**src/rtl/intc_pkg.sv**
```systemverilog
package intc_pkg;
    localparam int NSRC       = 14;
    localparam int NLVL       = 3;
    localparam int SRC_W      = $clog2(NSRC);
    localparam int LVL_W      = $clog2(NLVL);
    localparam int VEC_W      = 8;
    localparam int VEC_STRIDE = 8;
    localparam int NPIN       = 2;
    localparam logic [VEC_W-1:0] VEC_BASE = 8'h03;
    localparam int PF_SRC     = 0;

    typedef logic [SRC_W-1:0] src_idx_t;
    typedef logic [LVL_W-1:0] lvl_t;

    typedef struct packed {
        logic     valid;
        src_idx_t src;
    } grant_t;

    function automatic logic [VEC_W-1:0] vec_of(src_idx_t s);
        return VEC_BASE + VEC_W'(VEC_STRIDE * int'(s));
    endfunction

    // pin number driving a source, or -1 when the source has no pin
    function automatic int pin_of(int s);
        if (s == 1) return 0;
        if (s == 3) return 1;
        return -1;
    endfunction

    function automatic logic clears_on_vector(int s);
        return (s == 2) || (s == 4);
    endfunction

    function automatic lvl_t level_of(int s, logic hi);
        if (s == PF_SRC) return lvl_t'(NLVL - 1);
        return hi ? lvl_t'(1) : lvl_t'(0);
    endfunction
endpackage

```
**src/rtl/intc_pin_capture.sv**
```systemverilog
module intc_pin_capture (
    input  logic clk,
    input  logic rst,
    input  logic pin_n,
    input  logic edge_mode,
    input  logic hw_ack,
    input  logic sw_clr,
    output logic flag
);
    // sh[0], sh[1]: synchronizer; sh[2]: previous synchronized value
    logic [2:0] sh;
    logic       latched;
    logic       fall;

    assign fall = sh[2] & ~sh[1];

    always_ff @(posedge clk) begin
        if (rst) sh <= 3'b111;
        else     sh <= {sh[1:0], pin_n};
    end

    always_ff @(posedge clk) begin
        if (rst || !edge_mode)      latched <= 1'b0;
        else if (fall)              latched <= 1'b1;
        else if (hw_ack || sw_clr)  latched <= 1'b0;
    end

    assign flag = edge_mode ? latched : ~sh[1];
endmodule

```
**src/rtl/intc_arbiter.sv**
```systemverilog
module intc_arbiter
    import intc_pkg::*;
(
    input  logic [NSRC-1:0] pend,
    input  logic [NSRC-1:0] hi,
    input  logic [NLVL-1:0] in_svc,
    output grant_t          grant
);
    int   ceiling;
    lvl_t best;
    lvl_t cand;

    always_comb begin
        ceiling = -1;
        for (int l = 0; l < NLVL; l++)
            if (in_svc[l]) ceiling = l;

        grant = '0;
        best  = '0;
        cand  = '0;
        // scan from the top index down so a lower index wins equal levels
        for (int i = NSRC - 1; i >= 0; i--) begin
            cand = level_of(i, hi[i]);
            if (pend[i] && (int'(cand) > ceiling) &&
                (!grant.valid || cand >= best)) begin
                grant.valid = 1'b1;
                grant.src   = src_idx_t'(i);
                best        = cand;
            end
        end
    end
endmodule

```
**src/rtl/intc_level_stack.sv**
```systemverilog
module intc_level_stack
    import intc_pkg::*;
(
    input  logic            clk,
    input  logic            rst,
    input  logic            push,
    input  lvl_t            push_lvl,
    input  logic            pop,
    output logic [NLVL-1:0] active
);
    logic [NLVL-1:0] top_mask;
    logic [NLVL-1:0] nxt;

    always_comb begin
        top_mask = '0;
        for (int l = 0; l < NLVL; l++)
            if (active[l]) top_mask = NLVL'(1) << l;
        nxt = active & ~(pop ? top_mask : '0);
        if (push) nxt[push_lvl] = 1'b1;
    end

    always_ff @(posedge clk) begin
        if (rst) active <= '0;
        else     active <= nxt;
    end
endmodule

```
**src/rtl/intc_core.sv**
```systemverilog
module intc_core
    import intc_pkg::*;
(
    input  logic             clk,
    input  logic             rst,
    input  logic             glob_en,
    input  logic [NSRC-1:0]  src_en,
    input  logic [NSRC-1:0]  src_hi,
    input  logic             cfg_wr,
    input  logic [NSRC-1:0]  raise,
    input  logic [NSRC-1:0]  sw_clr,
    input  logic [NPIN-1:0]  ext_n,
    input  logic [NPIN-1:0]  ext_edge,
    input  logic             ack,
    input  logic             reti,
    output logic             vec_req,
    output logic [VEC_W-1:0] vec_addr,
    output logic [SRC_W-1:0] vec_src,
    output logic [NSRC-1:0]  flags,
    output logic [NLVL-1:0]  in_service
);
    logic            take;
    logic            skip_q;
    logic            block;
    logic [NSRC-1:0] pend;
    grant_t          grant;
    src_idx_t        src_q;
    logic            req_q;
    lvl_t            take_lvl;

    assign take = ack & req_q;

    for (genvar i = 0; i < NSRC; i++) begin : g_src
        localparam int PIN = pin_of(i);
        logic hit;
        assign hit = take && (src_q == src_idx_t'(i));
        if (PIN >= 0) begin : g_pin
            logic unused_raise;
            assign unused_raise = raise[i];
            intc_pin_capture i_cap (
                .clk       (clk),
                .rst       (rst),
                .pin_n     (ext_n[PIN]),
                .edge_mode (ext_edge[PIN]),
                .hw_ack    (hit),
                .sw_clr    (sw_clr[i]),
                .flag      (flags[i])
            );
        end else begin : g_reg
            logic f_q;
            always_ff @(posedge clk) begin
                if (rst)                                         f_q <= 1'b0;
                else if (raise[i])                               f_q <= 1'b1;
                else if (sw_clr[i] || (hit && clears_on_vector(i))) f_q <= 1'b0;
            end
            assign flags[i] = f_q;
        end
    end

    assign pend = flags & src_en & {NSRC{glob_en}};

    intc_arbiter i_arb (
        .pend   (pend),
        .hi     (src_hi),
        .in_svc (in_service),
        .grant  (grant)
    );

    assign take_lvl = level_of(int'(src_q), src_hi[src_q]);

    intc_level_stack i_stack (
        .clk      (clk),
        .rst      (rst),
        .push     (take),
        .push_lvl (take_lvl),
        .pop      (reti),
        .active   (in_service)
    );

    assign block = take | reti | cfg_wr | skip_q;

    always_ff @(posedge clk) begin
        if (rst) begin
            skip_q <= 1'b0;
            req_q  <= 1'b0;
            src_q  <= '0;
        end else begin
            skip_q <= reti | cfg_wr;
            req_q  <= ~block & grant.valid;
            if (!block) src_q <= grant.src;
        end
    end

    assign vec_req  = req_q;
    assign vec_src  = src_q;
    assign vec_addr = vec_of(src_q);
endmodule

```
**config.mk**
```make
export PLATFORM = sky130hd
export DESIGN_NAME = intc_core
export DESIGN_NICKNAME = d
export VERILOG_FILES = /design/src/rtl/intc_pkg.sv /design/src/rtl/intc_pin_capture.sv /design/src/rtl/intc_arbiter.sv /design/src/rtl/intc_level_stack.sv /design/src/rtl/intc_core.sv
export SDC_FILE = /design/constraint.sdc
export NUM_CORES = 1
export LEC_CHECK = 0
export ABC_AREA = 0
export BUFFER_PORTS_ARGS = -buffer_cell sky130_fd_sc_hd__buf_2
export CORE_MARGIN = 2
export CORE_UTILIZATION = 40
export CTS_BUF_LIST = sky130_fd_sc_hd__clkbuf_8
export CTS_CLUSTER_SIZE = 28
export DETAILED_ROUTE_END_ITERATION = 8
export PLACE_DENSITY = 0.68
export SYNTH_ARGS = -nofsm -noshare
export SYNTH_HDL_FRONTEND = slang
export SYNTH_SLANG_ARGS = --single-unit
```
**constraint.sdc**
```tcl
create_clock -name clk -period 6.7 [get_ports clk]
set_input_delay 1.34 -clock clk [delete_from_list [all_inputs] [get_ports clk]]
set_output_delay 1.34 -clock clk [all_outputs]
set_load 0.02 [all_outputs]
```
==> metrics <==
status finished, final reports clean; Top-Level Pins 96; Final setup viols 0; most frequent cells in the layout 89 x buf_2, 33 x inv_1, 29 x dfxtp_1, 26 x nor2_1, 23 x a21oi_1; met3 usage 0.0486; syn_area_per_cell 7.85 um2; Final Hold Viols 0; routing usage on met1 0.246; worst-path cell chain buf_2 -> nor2b_1 -> and4_1 -> a22oi_1 -> a31oi_2 -> o22ai_1 -> or3_1 -> a22o_1; cell area power density 177 mW/mm2; Layout area overhead 19.2%; Clock Tree Buf Depth 2; commonest non-fill, non-tap cell in the layout buf_2; CTS Buf Count 5; Core Box Area approximately 0.0055 mm2; grt peak-use layer met2; Clock Latency Late Sink 0.29 ns; total grt overflow 0; mapped cell area 0.00229 mm2; Power, Total 0.482 mW; LEAKAGE 1.31 nW; # Post-CTS Setup Buffers 0; Seq cells post-synth 29; Worst VDD drop 0.135 mV; Yosys top cell by area dfxtp_1; initial antenna violation count 0; PortBufs 89; via count 2326; GRT met2 Usage 0.312; clk root buf clkbuf_8; Hold Path Depth 1; Syn. warnings 0; gp weighted congestion 0.880; total track usage 0.192; RSZ-0062 raised after global routing no; first-pass GRT wire length 9.56 mm; Hold Crit Class reg2reg; Critical Path RT 6.88 ns; DRT iter0 DRCs 215; clock sink count 29; crit path time final 3.74 ns; htree depth 2; Yosys top cell area share 0.253; PostCTS Resize Cnt 0; number of nets in the layout 437; Die ar. ~0.0064 mm2; Cell variety after synth 52; Non-Filler Instances 431; Max stage delay on crit path 0.85 ns; Final Skew 0.00866 ns; worst-path fanout max 18; DR DRC count 0; hold_buf cts 0; Final Max Tran Viols 0; top cells by area, synth dfxtp_1 25%, buf_4 7.5%, ha_1 7.1%, inv_1 5.2%, a21oi_1 5.0%; startpoint type of the worst setup path input port; Via density 5.40; worst reg2reg path depth 11; top_reg_cell synth dfxtp_1; die height between 70 and 80 um; Cells after DPL 423; post-route setup TNS 0 ns; Post-synth ARST share 0; Antenna Cells 0; max_slew headroom 0.280; share of layout cells above drive strength 1 0.323; Die Span X 79.7 um; dpl hpwl 4.82 mm; DRT Pass-1 Iters 4; Mapped Cells ~290; vias in the first global route 2073; Initial Utilization 0.416; detail-routed net length per standard cell 14.0 um; row cnt 27; CTS tree built; Min Hold Slack just over 0.4 ns; fmax 0.267 GHz; Post-Route WL just over 6 mm; MaxCap Viol Count 0; fin crit share 0.559; crit path max-delay cell type nor2b_1; CP arrival approximately 3.9 ns; count of flip-flops with a built-in enable after synthesis 0; largest net degree at the start of global routing 27; Critical Path End Type flop; sequential element share of the synthesized area 0.253; Crit Path Class in2reg; Clk pin slew, worst setup/hold paths ~0.070 ns; worst slew pin tran 1.08 ns; Post-DRT Antenna Nets 0
synthesized netlist by cell type (all sizes together), types with 3 or more instances:
| master | count |
|---|---|
| inv | 33 |
| dfxtp | 29 |
| buf | 27 |
| nor2 | 26 |
| a21oi | 23 |
| ha | 13 |
| o22ai | 13 |
| nand2 | 12 |
| and4 | 9 |
| or2 | 8 |
| a22oi | 7 |
| a31oi | 7 |
| nand3 | 7 |
| nand4 | 7 |
| nor2b | 7 |
| o21ai | 7 |
| clkbuf | 6 |
| nor3 | 6 |
| mux4 | 4 |
| and2 | 3 |
| nand2b | 3 |
| nand3b | 3 |
| o22a | 3 |
worst max-delay path: cells and delay by family:
kind | cells | cell delay, ns
buffers and inverters | 1 | 0.11
AO/OA/AOI/OAI | 4 | 0.82
AND/OR/NAND/NOR | 3 | 1.66
cells by family after synthesis:
kind of cell | count (synthesis) | synth area share
simple gates | 98 | 0.235
compound gates | 79 | 0.241
buf+inv | 66 | 0.153
flops | 29 | 0.253
fa+ha+maj | 13 | 0.0710
mux | 5 | 0.0437
other cells | 2 | 0.00328
sequential cells by signal, summed over array words and instances, names as in the netlist:
register / count
g_src.g_pin.i_cap.sh: 6
g_src.g_pin.i_cap.latched: 2
vec_req: 1
i_stack.active: 3
g_src.g_reg.f_q: 12
vec_src: 4
skip_q: 1
where the power goes:
| part | internal, mW | leakage (nW) | switching (mW) |
|---|---|---|---|
| registers | 0.181 | 0.239 | 0.00871 |
| logic | 0.0462 | 1.00 | 0.0581 |
| clock network | 0.120 | 0.0626 | 0.0690 |
| total | 0.346 | 1.31 | 0.136 |
layer usage:
| metal | routed length [um] | part of all wire |
|---|---|---|
| met2 | 2870 | 0.47 |
| met1 | 2630 | 0.43 |
| met3 | 414 | 0.068 |
| met5 | 0 | 0 |
| met4 | 134 | 0.022 |
final timing paths:
check | from | to | slack, ns
worst max-delay path | glob_en | vec_src[2] | 2.96
worst min-delay path | g_src[1].g_pin.i_cap.sh[0] | g_src[1].g_pin.i_cap.sh[1] | 0.41
worst max register to register | i_stack.active[1] | vec_src[2] | 3.41
worst min register to register | g_src[1].g_pin.i_cap.sh[0] | g_src[1].g_pin.i_cap.sh[1] | 0.41
cell type report:
type,count,area (um2)
tap,72,90.1
fill,563,2780
sequential,29,581
clock inverter,2,33.8
multi-input combinational,199,1370
clock buffer,6,82.6
inverter,33,124
timing repair buffer,90,453
stage by stage:
step            util  instance area (um2)  setup slack [ns]
4_1_cts        0.496                 2730              3.00
5_1_grt        0.496                 2730              2.82
3_3_place_gp   0.475                 2620              2.80
6_report       0.496                 2730              2.96
2_1_floorplan      -                 2300              3.16
3_5_place_dp   0.475                 2620              2.70
Power figures use the tool's default switching activity.
